### src/rtl/bias_irq_pkg.sv
package bias_irq_pkg;
  localparam int unsigned DEFAULT_CNT_W = 4;

  typedef enum logic {
    ST_OFF   = 1'b0,
    ST_COUNT = 1'b1
  } cnt_state_t;
endpackage

### src/rtl/bic_down_counter.sv
module bic_down_counter
  import bias_irq_pkg::*;
#(
  parameter int unsigned CNT_W = DEFAULT_CNT_W
) (
  input  logic             clk,
  input  logic             rst,
  input  logic             enable,
  input  logic [CNT_W-1:0] prog,
  input  logic             toggle,
  input  logic             clr,
  input  logic             frozen,
  output logic             expire
);
  localparam logic [CNT_W-1:0] ONE = CNT_W'(1);

  cnt_state_t       state_q;
  logic [CNT_W-1:0] cnt_q;
  logic             prog_on;
  logic             step;

  assign prog_on = (prog != '0);
  assign step    = (state_q == ST_COUNT) && enable && !frozen && !clr &&
                   toggle && prog_on && (cnt_q != '0);
  assign expire  = step && (cnt_q == ONE);

  always_ff @(posedge clk) begin
    if (rst) begin
      state_q <= ST_OFF;
      cnt_q   <= '0;
    end else if (!enable) begin
      state_q <= ST_OFF;
      cnt_q   <= '0;
    end else if (state_q == ST_OFF) begin
      state_q <= ST_COUNT;
      cnt_q   <= prog;
    end else if (expire) begin
      cnt_q <= prog;
    end else if (step) begin
      cnt_q <= cnt_q - ONE;
    end else if ((cnt_q == '0) && prog_on) begin
      cnt_q <= prog;
    end
  end

  AST_FROZEN_HOLD: assert property (@(posedge clk) disable iff (rst)
    (state_q == ST_COUNT && enable && frozen && !(cnt_q == '0 && prog_on)) |=> $stable(cnt_q));
  AST_DISABLE_CLEARS: assert property (@(posedge clk) disable iff (rst)
    !enable |=> (cnt_q == '0));
  AST_ZERO_OFF: assert property (@(posedge clk) disable iff (rst)
    (prog == '0) |-> !expire);
  AST_LOAD_ON_ENABLE: assert property (@(posedge clk) disable iff (rst)
    (enable && state_q == ST_OFF) |=> (cnt_q == $past(prog)));
endmodule

### src/rtl/bic_status_flag.sv
module bic_status_flag (
  input  logic clk,
  input  logic rst,
  input  logic set,
  input  logic clr,
  output logic status
);
  always_ff @(posedge clk) begin
    if (rst)      status <= 1'b0;
    else if (clr) status <= 1'b0;
    else if (set) status <= 1'b1;
  end

  AST_CLEAR_WINS: assert property (@(posedge clk) disable iff (rst)
    clr |=> !status);
  AST_STICKY: assert property (@(posedge clk) disable iff (rst)
    (status && !clr) |=> status);
  AST_SET_SEEN: assert property (@(posedge clk) disable iff (rst)
    (set && !clr) |=> status);
endmodule

### src/rtl/bic_irq_out.sv
module bic_irq_out (
  input  logic clk,
  input  logic rst,
  input  logic status,
  input  logic mask,
  output logic irq
);
  always_ff @(posedge clk) begin
    if (rst) irq <= 1'b0;
    else     irq <= status & mask;
  end

  AST_MASK_BLOCKS: assert property (@(posedge clk) disable iff (rst)
    !mask |=> !irq);
  AST_IRQ_FOLLOWS: assert property (@(posedge clk) disable iff (rst)
    (status && mask) |=> irq);
endmodule

### src/rtl/bias_irq_counter.sv
module bias_irq_counter
  import bias_irq_pkg::*;
#(
  parameter int unsigned CNT_W = DEFAULT_CNT_W
) (
  input  logic             clk,
  input  logic             rst,
  input  logic             enable,
  input  logic [CNT_W-1:0] trans_count,
  input  logic             toggle,
  input  logic             clr_status,
  input  logic             irq_mask,
  output logic             status,
  output logic             irq
);
  logic expire;

  bic_down_counter #(.CNT_W(CNT_W)) u_cnt (
    .clk(clk), .rst(rst), .enable(enable), .prog(trans_count),
    .toggle(toggle), .clr(clr_status), .frozen(status), .expire(expire)
  );

  bic_status_flag u_flag (
    .clk(clk), .rst(rst), .set(expire), .clr(clr_status), .status(status)
  );

  bic_irq_out u_irq (
    .clk(clk), .rst(rst), .status(status), .mask(irq_mask), .irq(irq)
  );

  AST_RESET_QUIET: assert property (@(posedge clk)
    rst |=> (!status && !irq));
endmodule

### config.mk
export PLATFORM = sky130hd
export DESIGN_NAME = bias_irq_counter
export DESIGN_NICKNAME = d
export VERILOG_FILES = /design/src/rtl/bias_irq_pkg.sv /design/src/rtl/bic_down_counter.sv /design/src/rtl/bic_status_flag.sv /design/src/rtl/bic_irq_out.sv /design/src/rtl/bias_irq_counter.sv
export SDC_FILE = /design/constraint.sdc
export NUM_CORES = 1
export LEC_CHECK = 0
export ABC_AREA = 1
export BUFFER_PORTS_ARGS = -buffer_cell sky130_fd_sc_hd__buf_2
export CAP_MARGIN = 40
export CORE_MARGIN = 3
export CORE_UTILIZATION = 35
export DETAILED_ROUTE_END_ITERATION = 10
export GPL_TIMING_DRIVEN = 0
export PLACE_DENSITY = 0.53
export SYNTH_ARGS = -nofsm -noshare
export SYNTH_HDL_FRONTEND = slang
export SYNTH_HIERARCHICAL = 1
export SYNTH_SLANG_ARGS = --single-unit
### constraint.sdc
create_clock -name clk -period 1.8 [get_ports clk]
set_clock_uncertainty 0.15 [all_clocks]
set_input_delay 0.09 -clock clk [delete_from_list [all_inputs] [get_ports clk]]
set_output_delay 0.09 -clock clk [all_outputs]
set_load 0.005 [all_outputs]
[Yosys cells after proc, flatten, opt, wreduce, memory -nomap -nowiden]
Index checks and enable logic that the tools add are counted.
Word-level totals
  register bits: 7
  input port bits: 10
  output and inout bits: 2
  logic and storage cells: 29
Cells by class
  add/subtract/negate cells: 1
  eq/ne operators: 2
  muxes and demuxes: 5
  bitwise operators: 2
  reductions and logical operators: 15
Operators with widths (number)
  4-bit two-way mux: 4
  1-bit logical AND: 8
  4-bit nonzero test: 2
  4-bit by 1-bit == test with 1-bit output (second input constant): 1
  4-bit zero test: 1
  4-bit != test (second input constant): 1
  2-bit OR reduction: 2
  4-bit by 1-bit subtractor with 4-bit output (second input constant): 1
  1-bit zero test: 2
  1-bit AND: 1
  1-bit two-way mux: 1
  1-bit inverter: 1

[Longest topological paths before layout]
  word-level depth: 9
  gate-level depth with buffers: 10
  gate-level depth less buffers: 10

[Modules after synthesis]
The synthesis kept the hierarchy.
Modules (own cells, without submodules)
  bic_down_counter: instances 1, cells an instance 67, area each 424.2 µm², sequential area each 100.1 µm²
  bic_status_flag: instances 1, cells an instance 6, area each 38.8 µm², sequential area each 20.0 µm²
  bic_irq_out: instances 1, cells an instance 3, area each 30.0 µm², sequential area each 20.0 µm²

[Least setup slack after synthesis]
OpenSTA, ideal clock, no wires.
  path kind: register to register
  from: register u_cnt.cnt_q[0]
  to: register u_cnt.cnt_q[0]
  setup time: 116 ps
  arrival: 1171 ps
  data required time: 1534 ps
  slack: 363 ps
  cell stages (with the launch flop): 11
  buffers on the path: 0
  period minus slack after synthesis: 1437 ps
  cells stage by stage: dfxtp_1 inv_1 ha_1 nand2_1 nand2_1 inv_2 nand2_4 nand3_2 nand2_1 nor2_1 nor2_1
Between the ends
  longest elaborated chain between the ends: 5
  elaborated cells between the ends (all ways): 11
  classes of those cells: add/sub: 1; eq/ne: 2; mux: 3; reduce/logical: 5
RTL lines
  start: declaration: RTL line bic_down_counter.sv:18  | logic [CNT_W-1:0] cnt_q;
  start signal: assignment: RTL line bic_down_counter.sv:36  | cnt_q <= prog;
  start signal: assignment: RTL line bic_down_counter.sv:38  | cnt_q <= prog;
  start signal: assignment: RTL line bic_down_counter.sv:40  | cnt_q <= cnt_q - ONE;
  branches (longest 5 deep; another with 4-bit by 1-bit subtractor with 4-bit output)
Parallel ways; which one is timed is not known.
A chain may end at the register's enable or synchronous reset.

[Final worst setup path]
Ends and elaborated chain as after synthesis.

==> impl_metrics.tcl <==
set metrics [dict create \
    cts_buffers 3 \
    critPathMaxFanout 5 \
    final.setup.tns_ns 0 \
    drc 0 \
    ios 12 \
    clk_pin_slew_ns 0.05 \
    cp-start-kind "register" \
    rsz0062_at_grt "false" \
    p_per_area_nw_per_um2 613 \
    worst_setup_path_end_kind "register" \
    syn_nets 88 \
    fp.coreArea_um2 1220 \
    clockBufferDepth 2 \
    antenna_found_initial 0 \
    cts_setup_buffers 0 \
    syn_area_um2 493 \
    ir_drop_uv 372 \
    placed_cell_area_um2 566 \
    drtIter0Drc 5 \
    numPortBuffers 11 \
    cts-htree-levels 1 \
    cts_tree "yes" \
    final_cell_mix "nand2_1 (16), inv_1 (13), nor2_1 (12)" \
    num_rows 12 \
    cts_resized 0 \
    dieArea_um2 1890 \
    design_area_um2 632 \
    drive_gt1_share_pct 25.3 \
    fmax_mhz 626 \
    syn_to_final_growth_pct 28.2 \
    cts_sinks 7 \
    slew_violations 0 \
    ant_nets 0 \
    grt_pass1_wl_um 1930 \
    final_cells 109 \
    hold_class "primary input to register" \
    fin_crit_sh_pct 88.8 \
    dp_hpwl_um 854 \
    ys_seq_area_share_pct 28.4 \
    maxCapViolCount 0 \
    start_util_pct 40.5 \
    layout_commonest_cell "nand2_1" \
    finalSetupViolations 0 \
    leakage_nw 0.329 \
    grt_max_degree 7 \
    grt.total_usage_pct 13.5 \
    critPathKind "register to register" \
    cts_root_buf "clkbuf_4" \
    die_h_um 43.5 \
    wl_um 1100 \
    max-slew-margin-rel_pct 80.9 \
    final_nets 108 \
    outcome "finished clean" \
    ys_types 18 \
    num_vias 487 \
    gr-total-overflow 0 \
    first_pass_iters 4 \
    worst_skew_pair.late_latency_ns 0.24 \
    hold_viol 0 \
    via_per_inst 4.47 \
    dp_cells 101 \
    antennaDiodeCount 0 \
    gp_congestion 0.775 \
    worst_pin_slew_ns 0.285 \
    holdBufCountCts 4 \
    synth_seq_cells 7 \
    fin_util_pct 52.0 \
    syn_inst 76 \
    fin_crit_ns 1.60 \
    wl_per_cell_um 10.1 \
    required_ns 1.79 \
    cp.arrival_ns 1.59 \
    synth_warnings 6 \
    dieWidth_um 43.5 \
    syn_area_per_cell_um2 6.49 \
    grt_pass1_vias 466 \
]
==> cell families after synthesis <==
| family | share of synthesized area (%) |
|---|---|
| simple gates | 48.2 |
| buf+inv | 11.4 |
| flops | 28.4 |
| compound gates | 5.07 |
| fa+ha+maj | 5.08 |
| xor+xnor | 1.78 |
==> metal layers <==
layer / vias to the layer above / wire length [um] / global-route usage [%]
li1: 273 / - / -
met1: 205 / 609 / 19.0
met2: 7 / 443 / 19.2
met3: 2 / 32 / 1.24
met4: 0 / 14 / 9.04
met5: - / 0 / 0
==> sequential cells by signal, indices dropped and copies added (netlist names) <==
| signal | flops |
|---|---|
| u_irq/irq | 1 |
| u_cnt/cnt_q | 4 |
| u_flag/status | 1 |
| u_cnt/state_q | 1 |
==> where the power goes <==
group          switching (mW)  internal, mW  leakage (nW)
registers             0.00643         0.161        0.0573
logic                  0.0466        0.0334         0.257
clock network          0.0551        0.0844        0.0150
total                   0.108         0.279         0.329
==> path summary, 6_finish.rpt <==
kind | depth (start not counted) | from | slack, ns | to
worst max-delay path | 10 | u_cnt/cnt_q[0] | 0.20 | u_cnt/cnt_q[0]
worst min-delay path | 5 | trans_count[0] | 0.04 | u_cnt/cnt_q[0]
worst max register to register | 10 | u_cnt/cnt_q[0] | 0.20 | u_cnt/cnt_q[0]
worst min register to register | 2 | u_cnt/cnt_q[1] | 0.33 | u_cnt/cnt_q[1]
==> synth_stat cells (all sizes together) <==
master / count / share of area, %
nand2: 18 / 16
inv: 15 / 11
ha: 2 / 5.1
xor2: 1 / 1.8
nor2: 15 / 14
nand3: 10 / 15
o21ai: 2 / 2.0
nand4: 3 / 3.8
a21oi: 3 / 3.0
dfxtp: 7 / 28
==> critical path: stages (launching register included) <==
cell and delay [ns]:
dfxtp_1 0.37, inv_1 0.09, ha_1 0.24, nand2_1 0.10, nand2_1 0.07, inv_2 0.09
nand2_4 0.07, nand3_2 0.11, nand2_1 0.06, nor2_1 0.09, nor2_1 0.05
==> cell type report <==
cell class	instances	area, um2
Fill cell	136	584
Multi-Input combinational cell	54	297
Sequential cell	7	140
Tap cell	14	17.5
Inverter	15	56.3
Clock buffer	4	26.3
Timing Repair Buffer	15	95.1
==> stage by stage <==
step / setup slack, ns / hold slack, ns / power [mW]
after floorplan: 0.363 / 0.00687 / 0.222
after global placement: 0.195 / 0.139 / 0.245
after detailed placement: 0.196 / 0.135 / 0.245
after CTS: 0.183 / 0.0422 / 0.394
after global routing: 0.0354 / 0.114 / 0.409
final: 0.202 / 0.0434 / 0.387
(Power assumes the default switching activity.)
